==> config.mk <==
export PLATFORM = sky130hd
export DESIGN_NAME = line_latch_drv
export DESIGN_NICKNAME = d
export VERILOG_FILES = /design/src/rtl/llat_pkg.sv /design/src/rtl/llat_strobe_ctl.sv /design/src/rtl/llat_level_split.sv /design/src/rtl/line_latch_drv.sv
export SDC_FILE = /design/constraint.sdc
export NUM_CORES = 1
export LEC_CHECK = 0
export BUFFER_PORTS_ARGS = -buffer_cell sky130_fd_sc_hd__buf_4
export CAP_MARGIN = 20
export CORE_MARGIN = 1.5
export CORE_UTILIZATION = 45
export CTS_CLUSTER_DIAMETER = 120
export DETAILED_ROUTE_END_ITERATION = 10
export PLACE_DENSITY_LB_ADDON = 0.3
export SYNTH_ARGS = -nofsm -noshare
export SYNTH_HDL_FRONTEND = slang
export SYNTH_SLANG_ARGS = --single-unit
==> constraint.sdc <==
create_clock -name clk -period 2.1 [get_ports clk]
set_clock_uncertainty 0.1 [all_clocks]
set_input_delay 0.42 -clock clk [delete_from_list [all_inputs] [get_ports clk]]
set_output_delay 0.42 -clock clk [all_outputs]
set_load 0.02 [all_outputs]
==> src/rtl/llat_pkg.sv <==
package llat_pkg;
  // Strobe handling phase
  typedef enum logic [1:0] {
    PH_IDLE = 2'd0, // after reset, no rise seen yet
    PH_HOLD = 2'd1, // rise captured, outputs off
    PH_SHOW = 2'd2  // latched line on the outputs
  } phase_t;
endpackage

==> src/rtl/llat_strobe_ctl.sv <==
module llat_strobe_ctl
  import llat_pkg::*;
(
  input  logic clk,
  input  logic rst_n,
  input  logic strobe,
  output logic cap_en,
  output logic load_en,
  output logic drive
);
  phase_t ph_q, ph_d;
  logic   stb_q;

  always_ff @(posedge clk) begin
    if (!rst_n) begin
      ph_q  <= PH_IDLE;
      stb_q <= 1'b1; // a strobe already high at reset is not a rise
    end else begin
      ph_q  <= ph_d;
      stb_q <= strobe;
    end
  end

  always_comb begin
    cap_en  = strobe & ~stb_q;
    load_en = (ph_q == PH_HOLD) & ~strobe;
    ph_d    = ph_q;
    if (cap_en)       ph_d = PH_HOLD;
    else if (load_en) ph_d = PH_SHOW;
  end

  assign drive = (ph_q == PH_SHOW);
endmodule

==> src/rtl/llat_level_split.sv <==
module llat_level_split #(
  parameter int CODE_W = 6,
  parameter int SEG_W  = 2
) (
  input  logic [CODE_W-1:0]                 code,
  input  logic                              lower,
  output logic [$clog2((1<<SEG_W)+1)-1:0]   seg,
  output logic [CODE_W-SEG_W-1:0]           step,
  output logic [$clog2(2*((1<<SEG_W)+1))-1:0] ref_num
);
  localparam int NSEG   = 1 << SEG_W;
  localparam int SEGI_W = $clog2(NSEG + 1);
  localparam int STEP_W = CODE_W - SEG_W;
  localparam int REF_W  = $clog2(2 * (NSEG + 1));
  localparam logic [REF_W-1:0] REF_TOP = REF_W'(2 * NSEG + 1);

  logic at_end;
  assign at_end = &code;

  always_comb begin
    if (at_end) begin
      seg  = SEGI_W'(NSEG);
      step = '0;
    end else begin
      seg  = SEGI_W'(code[CODE_W-1 -: SEG_W]);
      step = code[STEP_W-1:0];
    end
    ref_num = lower ? (REF_TOP - REF_W'(seg)) : REF_W'(seg);
  end
endmodule

==> src/rtl/line_latch_drv.sv <==
module line_latch_drv #(
  parameter int NCH    = 8,
  parameter int CODE_W = 6,
  parameter int SEG_W  = 2
) (
  input  logic                        clk,
  input  logic                        rst_n,
  input  logic [NCH*CODE_W-1:0]       line_data,
  input  logic                        strobe,
  input  logic                        polarity,
  output logic [NCH-1:0]              drive_en,
  output logic [NCH*CODE_W-1:0]       ch_code,
  output logic [NCH-1:0]              ch_lower,
  output logic [NCH*3-1:0]            ch_seg,
  output logic [NCH*(CODE_W-2)-1:0]   ch_step,
  output logic [NCH*4-1:0]            ch_ref
);
  localparam int NSEG   = 1 << SEG_W;
  localparam int SEGI_W = $clog2(NSEG + 1);
  localparam int STEP_W = CODE_W - SEG_W;
  localparam int REF_W  = $clog2(2 * (NSEG + 1));

  logic cap_en, load_en, drive;
  logic pol_cap_q, pol_out_q;

  llat_strobe_ctl u_ctl (
    .clk     (clk),
    .rst_n   (rst_n),
    .strobe  (strobe),
    .cap_en  (cap_en),
    .load_en (load_en),
    .drive   (drive)
  );

  always_ff @(posedge clk) begin
    if (!rst_n) begin
      pol_cap_q <= 1'b0;
      pol_out_q <= 1'b0;
    end else begin
      if (cap_en)  pol_cap_q <= polarity;
      if (load_en) pol_out_q <= pol_cap_q;
    end
  end

  assign drive_en = {NCH{drive}};

  for (genvar i = 0; i < NCH; i++) begin : g_ch
    logic [CODE_W-1:0] latch_q, out_q;

    always_ff @(posedge clk) begin
      if (!rst_n) begin
        latch_q <= '0;
        out_q   <= '0;
      end else begin
        if (cap_en)  latch_q <= line_data[i*CODE_W +: CODE_W];
        if (load_en) out_q   <= latch_q;
      end
    end

    // neighbours alternate between the two reference sets
    logic lower;
    if (i % 2 == 0) begin : g_even
      assign lower = pol_out_q;
    end else begin : g_odd
      assign lower = ~pol_out_q;
    end

    logic [SEGI_W-1:0] seg;
    logic [STEP_W-1:0] step;
    logic [REF_W-1:0]  ref_num;

    llat_level_split #(.CODE_W(CODE_W), .SEG_W(SEG_W)) u_split (
      .code    (out_q),
      .lower   (lower),
      .seg     (seg),
      .step    (step),
      .ref_num (ref_num)
    );

    assign ch_code[i*CODE_W +: CODE_W] = out_q;
    assign ch_lower[i]                 = lower;
    assign ch_seg[i*3 +: 3]            = 3'(seg);
    assign ch_step[i*STEP_W +: STEP_W] = step;
    assign ch_ref[i*4 +: 4]            = 4'(ref_num);
  end
endmodule

==> results of run 1 <==
synth_stat cells:
library cell,number
a31oi_1,2
nand3_1,5
nor3b_2,1
nor2_1,13
a21boi_1,21
nor2b_1,14
dfxtp_1,101
nand4_1,4
nand2b_1,2
clkbuf_1,17
buf_6,1
inv_1,19
nand2_1,203
and3_1,6
clkinv_1,1
or3b_1,1
and2_1,32
a21oi_1,2
a21o_1,1
a21bo_2,3
buf_4,34
buf_2,16
o22ai_1,1
xnor2_1,8
o21ai_0,7
a21boi_0,77
layer usage:
| layer | GRT usage [%] | routed length (um) | vias to the layer above |
|---|---|---|---|
| li1 | - | - | 2160 |
| met1 | 24.5 | 5030 | 1973 |
| met2 | 39.1 | 6120 | 129 |
| met3 | 3.45 | 641 | 8 |
| met4 | 5.26 | 87 | 0 |
| met5 | 0 | 0 | - |
critical path, cell delays in order, from the launching register on:
cell	delay, ps
dfxtp_4	370
and3_4	180
nand4_1	240
and2_4	240
buf_4	150
kinds of logic (layout without fill, tap and decap cells):
logic type	Yosys count	after routing	synth area share, %
simple gates	281	281	26.3
compound gates	114	114	18.1
flops	101	101	43.6
buf+inv	88	254	10.5
xor+xnor	8	8	1.51
power breakdown:
group / switching [uW] / leakage, uW / internal, uW
logic: 137 / 0.00189 / 143
clock network: 694 / 0.0000906 / 446
registers: 22.7 / 0.000826 / 1950
total: 853 / 0.00280 / 2540
layout make-up:
cell class	count	area share, %
timing repair buffer	218	26.4
clock inverter	7	0.890
clock buffer	9	1.96
multi-input combinational	403	34.5
tap	133	2.63
inverter	20	1.25
sequential	101	32.3
stage by stage:
step	power [uW]	setup WS, ps
floorplan	2170	202
global placement	2300	370
detailed placement	2300	328
CTS	3440	4.96
global route	3510	-9.64
finish	3390	55.6
flip-flops by register name, summed over array words and instances, names as in the netlist:
signal / flops
g_ch.lower: 1
u_ctl.stb_q: 1
u_ctl.ph_q: 2
g_ch.latch_q: 48
g_ch.out_q: 48
pol_cap_q: 1
repair_timing:
action	4_1_cts	5_1_grt
hold endpoints to repair	0	0
endpoints found under the setup margin	15	57
gates resized for setup	5	31
pin swaps	0	12
buffers inserted	0	5
path summary, 6_finish.rpt:
| kind | startpoint | endpoint | cells after the start |
|---|---|---|---|
| max | g_ch[3].out_q[5] | ch_step[14] | 4 |
| min | line_data[43] | g_ch[7].latch_q[1] | 3 |
| max reg2reg | u_ctl.ph_q[0] | g_ch[4].out_q[2] | 4 |
| min reg2reg | g_ch[2].latch_q[1] | g_ch[2].out_q[1] | 2 |
==> flow_summary.yaml, run 1 <==
run_status:
  status: "complete, no violations"
cells_and_area:
  final_cell_mix: "214 x buf_4, 203 x nand2_1, 85 x dfxtp_1, 77 x a21boi_0, 28 x and2_1"
  multi_input_area_um2: 2180
  area_growth_pct: 36.4
  fin_cells: 891
  final_util_pct: 64.1
  final_area_um2: 6320
  antenna_cells: 0
  fillCellCount: 831
  register_area_um2: 2040
  final_common_cell: "buf_4"
  final_nets: 805
  drive_gt1_share_pct: 35.8
floorplan:
  start_util_pct: 47.0
  core_um2: 9860
  num_rows: 36
  die_w_um: 104
  ioPinCount: 204
  dieArea_um2: 10900
  die_h_um: 104
logic_synthesis:
  synth_area_um2: 4630
  synth_cell_types: 26
  yosysWarnings: 0
  synthesis.nets: 644
  yosys.area.top_type: "dfxtp_1"
  ys_seq_elements: 101
  synth_area_leaders: "dfxtp_1 44%, nand2_1 16%, a21boi_0 12%"
  syn_inst: 592
  synth_top_area_share_pct: 43.6
  synth-seq-area-share_pct: 43.6
  syn-mean-instance-area_um2: 7.83
hold_path:
  hold_class: "primary input to flop"
clock_network:
  numCtsBuffers: 9
  root_buffer: "clkbuf_8"
  hold_buffers: 0
  clock_latency_ps: 360
  cts_tree: "yes"
  cts_max_level: 3
  cts.clk_slew.worst_paths_ps: 110
  clkSinkCount: 101
  cts_buffer_depth: 2
grt:
  grt_pass1_wl_um: 18700
  antenna_found_initial: 0
  grt_max_degree: 58
  grt_pass1_vias: 3979
  overflow: 0
  grt.total_usage_pct: 20.9
worst_setup_path:
  startpoint_type: "flop"
  critPathMaxFanout: 7
  worstSetupEndpointType: "output port"
  reg2reg_slack_ps: 480
  cp.required_ps: 1580
  criticalPathCategory: "flop to output port"
  critPathArrivalTime_ps: 1520
timing:
  layout_min_cycle_time_ps: 2040
  tightest_slew_ps: 448
  fmaxAchievable_ghz: 0.489
  tns_ps: 0
  setup_violations: 0
  max_slew_margin_pct: 70.1
  drv_slew: 0
  hold_viol: 0
  fin_crit_sh_pct: 97.4
  holdWs_ps: 198
  rsz0062_at_grt: "true"
drt:
  firstDrtPassIters: 4
  vias_per_cell: 4.79
  drt_wl_total_um: 11900
  first_iter_violations: 151
  ant_nets: 0
  drc: 0
  via_count: 4270
  wl_per_cell_um: 13.3
place:
  dpl_cell_area_um2: 6030
  dpl.hpwl_um: 8210
  dpl.cell_count: 870
  place.port_buffers: 203
  globalplace.congestion: 0.763
power:
  ir_drop_mv: 0.279
  power_per_cell_area_nw_per_um2: 537
  p_leak_uw: 0.00280
run:
  cap_violations: 0
No activity file was read; power rests on OpenSTA's default activity.
==> run 2, diff against run 1 <==
- RECOVER_POWER: unset -> 25
==> run 2 against run 1 <==
Critical path depth stayed put. Register-to-register slack worse by 150 ps. Cell count stayed put. Die area stayed put. Maximum frequency hardly changed. Total power is 0.10% lower. Via count is 0.12% higher. Combinational power is 1% lower. Routed wire length is 0.44% higher. Highest routed layer unchanged.
==> flow_summary.yaml, run 2 (same netlist as run 1, synthesis figures left out) <==
run_status:
  status: "complete, no violations"
timing:
  fin_crit_sh_pct: 97.3
  fmaxAchievable_ghz: 0.490
  setup_violations: 0
  hold_viol: 0
  layout_min_cycle_time_ps: 2040
  rsz0062_at_grt: "true"
  max_slew_margin_pct: 42.4
  tightest_slew_ps: 864
  drv_slew: 0
drt:
  firstDrtPassIters: 4
  wl_per_cell_um: 13.4
  first_iter_violations: 144
  via_count: 4275
  drc: 0
  ant_nets: 0
  drt_wl_total_um: 11900
  vias_per_cell: 4.80
place:
  globalplace.congestion: 0.763
  dpl.cell_count: 870
  dpl.hpwl_um: 8210
  dpl_cell_area_um2: 6030
  place.port_buffers: 203
worst_setup_path:
  criticalPathCategory: "flop to output port"
  critPathArrivalTime_ps: 1520
  cp.required_ps: 1580
  startpoint_type: "flop"
  worstSetupEndpointType: "output port"
  critPathMaxFanout: 7
power:
  pwr-share-seq_pct: 58.2
  p_int_uw: 2540
  pwr-share-clk_pct: 33.7
  comb_power_share_pct: 8.1
  p_leak_uw: 0.00268
  p_sw_share_pct: 25.2
  ir_drop_mv: 0.279
  power_per_cell_area_nw_per_um2: 546
  switching_power_uw: 854
floorplan:
  dieArea_um2: 10900
  die_w_um: 104
  ioPinCount: 204
  die_h_um: 104
  start_util_pct: 47.0
  num_rows: 36
  core_um2: 9860
cells_and_area:
  antenna_cells: 0
  final_area_um2: 6200
  fin_cells: 891
  final_common_cell: "nand2_1"
  area_growth_pct: 33.9
  final_cell_mix: "203 x nand2_1, 187 x buf_4, 86 x dfxtp_1, 82 x a21boi_0, 28 x and2_1"
  final_nets: 805
  largestRegisters: "g_ch.latch_q (48), g_ch.out_q (48), u_ctl.ph_q (2)"
  drive_gt1_share_pct: 32.1
  fillCellCount: 866
grt:
  overflow: 0
  grt_pass1_vias: 3979
  grt_pass1_wl_um: 18700
  grt_max_degree: 58
  grt.total_usage_pct: 20.9
  antenna_found_initial: 0
clock_network:
  cts_tree: "yes"
  cts_buffer_depth: 2
  cts.clk_slew.worst_paths_ps: 100
  root_buffer: "clkbuf_8"
  cts_max_level: 3
  numCtsBuffers: 9
  clkSinkCount: 101
  hold_buffers: 0
  clock_latency_ps: 360
hold_path:
  hold_class: "primary input to flop"
run:
  cap_violations: 0
-- run 2: changes by cell type in the layout (fill, tap and decap cells not counted), moves of 2 or more --
cell and change:
clkbuf_2 +2, buf_4 -27, clkbuf_1 +26, a21boi_0 +5, a21boi_1 -5
-- run 2: final cells by class --
type / instances / area [um^2] / area share, %
well taps: 133 / 166 / 2.68
inverters: 20 / 78.8 / 1.27
flip-flops and latches: 101 / 2040 / 32.9
clock inverters: 7 / 56.3 / 0.907
multi-input cells: 403 / 2180 / 35.2
repair buffers: 218 / 1550 / 25.0
clock buffers: 9 / 124 / 2.00
-- run 2: repair_timing --
item	4_1_cts	5_1_grt
gates cloned	0	0
endpoints found under the setup margin	15	57
hold endpoints to repair	0	0
setup buffers	0	5
pin swaps	0	12
gates resized for setup	5	31
-- run 2: stage by stage --
stage          total power (uW)  setup TNS, ps  util [%]  hold WS, ps  setup slack, ps
6_report                   3390              0      62.9          212             57.6
5_1_grt                    3510          -56.5      62.9          211            -9.64
4_1_cts                    3440              0      63.0          180             4.96
3_5_place_dp               2300              0      61.1          344              328
3_3_place_gp               2300              0      61.1          334              370
2_1_floorplan              2170              0         -          331              202
-- run 2: worst paths after layout --
kind	from	end	slack (ps)	cells after the start
setup reg to reg	u_ctl.stb_q	g_ch[5].latch_q[1]	330	4
setup / recovery	g_ch[3].out_q[5]	ch_step[14]	60	4
hold / removal	line_data[16]	g_ch[2].latch_q[4]	210	3
hold reg to reg	g_ch[2].latch_q[1]	g_ch[2].out_q[1]	340	2
-- run 2: critical path: stages (launching register included) --
cell and delay, ps:
dfxtp_4 370, and3_4 180, nand4_1 240, and2_4 240
buf_4 150
-- run 2: power by group through the flow --
stage / clock network [uW] / registers [uW] / logic [uW]
2_1_floorplan: 0 / 2020 / 152
3_3_place_gp: 0 / 2020 / 278
3_5_place_dp: 0 / 2020 / 282
4_1_cts: 1180 / 1980 / 283
5_1_grt: 1230 / 1980 / 301
6_report: 1140 / 1970 / 275
-- run 2: routing by layer --
metal	wire length (um)	track usage [%]
met2	6090	39.1
met3	636	3.45
met1	5120	24.5
met4	84	5.26
met5	0	0
==> run 3, diff against run 2 <==
- CTS_BUF_LIST: unset -> sky130_fd_sc_hd__clkbuf_16
- MAX_ROUTING_LAYER: unset -> met4
==> run 3 against run 2 <==
Die area did not move. Register-to-register slack barely moved. Clock power rose by 37%. Global-route usage rose by 0.54 points. Maximum frequency fell by 0.67%. Largest cell class unchanged. Highest routed layer unchanged.
==> flow_summary.yaml, run 3 (same netlist as run 1, synthesis figures left out) <==
worst_setup_path:
  reg2reg_slack_ps: 340
  path_cells: "and3_1 > nand3_1 > and2_1 > buf_4"
  criticalPathCategory: "flop to output port"
  worstSetupEndpointType: "output port"
  startpoint_type: "flop"
  reg2reg_from: "u_ctl.stb_q"
  slowest_delay_ps: 450
  path_delay_family: "simple AND/OR/NAND/NOR gates"
  cp_num_buf_inv: 1
  r2r_cells: 4
  cp.required_ps: 1580
  r2r-end: "g_ch[5].latch_q[1]"
  critPathArrivalTime_ps: 1540
  critPathMaxFanout: 6
  crit_slowest_cell: "dfxtp_1"
grt:
  overflow: 0
  antenna_found_initial: 0
  met3_usage_pct: 4.14
  grt_max_degree: 58
  grt_pass1_wl_um: 18700
  grt_pass1_vias: 3965
  grt.total_usage_pct: 21.4
  busiest_layer: "met2"
  met1_usage_pct: 24.8
  use_met2_pct: 38.8
timing:
  drv_slew: 0
  layout_min_cycle_time_ps: 2060
  setup_violations: 0
  fmaxAchievable_ghz: 0.486
  fin_crit_sh_pct: 97.9
  tightest_slew_ps: 861
  worst_slack_ps: 43.9
  max_slew_margin_pct: 42.6
  rsz0062_at_grt: "true"
  hold_viol: 0
run:
  cap_violations: 0
place:
  dpl_worst_slack_ps: 328
  globalplace.congestion: 0.774
  dpl.hpwl_um: 8210
  place.port_buffers: 203
cells_and_area:
  final_util_pct: 63.0
  area_growth_pct: 34.1
  final_cell_mix: "203 x nand2_1, 176 x buf_4, 99 x dfxtp_1, 81 x a21boi_0, 36 x clkbuf_1"
  antenna_cells: 0
  drive_gt1_share_pct: 28.3
  final_common_cell: "nand2_1"
  final_nets: 802
  largestRegisters: "g_ch.latch_q (48), g_ch.out_q (48), u_ctl.ph_q (2)"
drt:
  ant_nets: 0
  firstDrtPassIters: 4
  first_iter_violations: 122
  drc: 0
  drt_wl_total_um: 11800
  via_count: 4274
  vias_per_cell: 4.81
  wl_per_cell_um: 13.3
clock_network:
  numCtsBuffers: 9
  cts_tree: "yes"
  clock_latency_ps: 330
  root_buffer: "clkbuf_16"
  cts_buffer_depth: 2
  cts_max_level: 3
  cts.clk_slew.worst_paths_ps: 80
  clkSinkCount: 101
floorplan:
  num_rows: 36
  core_um2: 9860
  die_h_um: 104
  dieArea_um2: 10900
  die_w_um: 104
  start_util_pct: 47.0
  ioPinCount: 204
power:
  ir_drop_mv: 0.522
  p_leak_uw: 0.00267
  finalPower_uw: 3810
  power_per_cell_area_nw_per_um2: 613
hold_path:
  hold_class: "primary input to flop"
  whs_path_depth: 3
  worstHoldStart: "line_data[43]"
  hold_end: "g_ch[7].latch_q[1]"
run_status:
  status: "complete, no violations"
run 3: what timing repair did:
action / in CTS / in global routing
setup endpoints to repair: 7 / 58
resized for setup: 2 / 20
pin swaps: 1 / 7
hold buffers: 0 / 0
buffers inserted: 0 / 2
run 3: area by class of cell:
type	count	area, um^2
multi-input combinational	403	2170
clock inverter	7	56.3
timing repair buffer	215	1490
clock buffer	9	225
sequential	101	2030
fill	875	3650
tap	133	166
inverter	20	78.8
run 3: how the worst max path moves through the flow:
stage | depth (start not counted) | to | slack (ps) | from
floorplan | 3 | ch_ref[12] | 200 | g_ch[3].out_q[5]
global placement | 4 | ch_ref[13] | 370 | g_ch[3].out_q[5]
detailed placement | 5 | g_ch[1].out_q[2] | 330 | strobe
CTS | 4 | ch_step[28] | 30 | g_ch[7].out_q[5]
global route | 4 | ch_ref[0] | -40 | g_ch[0].out_q[1]
finish | 4 | ch_step[28] | 40 | g_ch[7].out_q[5]
run 3: routing by layer:
metal  share of wire [%]  routed length (um)  vias up
met3                 6.1                 718        6
met4                0.48                  56        0
met2                  51                6040      145
met1                  42                4970     1965
met5                   0                   0        -
li1                    -                   -     2158
run 3: stage by stage:
| stage | TNS, ps | cells | area [um^2] | hold WS (ps) |
|---|---|---|---|---|
| after CTS | 0 | 886 | 6310 | 221 |
| after floorplan | 0 | 592 | 4630 | 331 |
| after global routing | -259 | 888 | 6210 | 226 |
| after global placement | 0 | 870 | 6030 | 334 |
| after detailed placement | 0 | 870 | 6030 | 344 |
| final | 0 | 888 | 6210 | 228 |
run 3: power by group:
| group | switching [uW] | leakage (uW) | total, uW | internal (uW) |
|---|---|---|---|---|
| Combinational | 136 | 0.00171 | 274 | 138 |
| Sequential | 22.6 | 0.000819 | 1970 | 1950 |
| Clock | 745 | 0.000137 | 1560 | 819 |
run 3: tightest hold or removal path, stage by stage:
cell and delay [ps]:
buf_4 110, nand2_1 50, a21boi_1 50
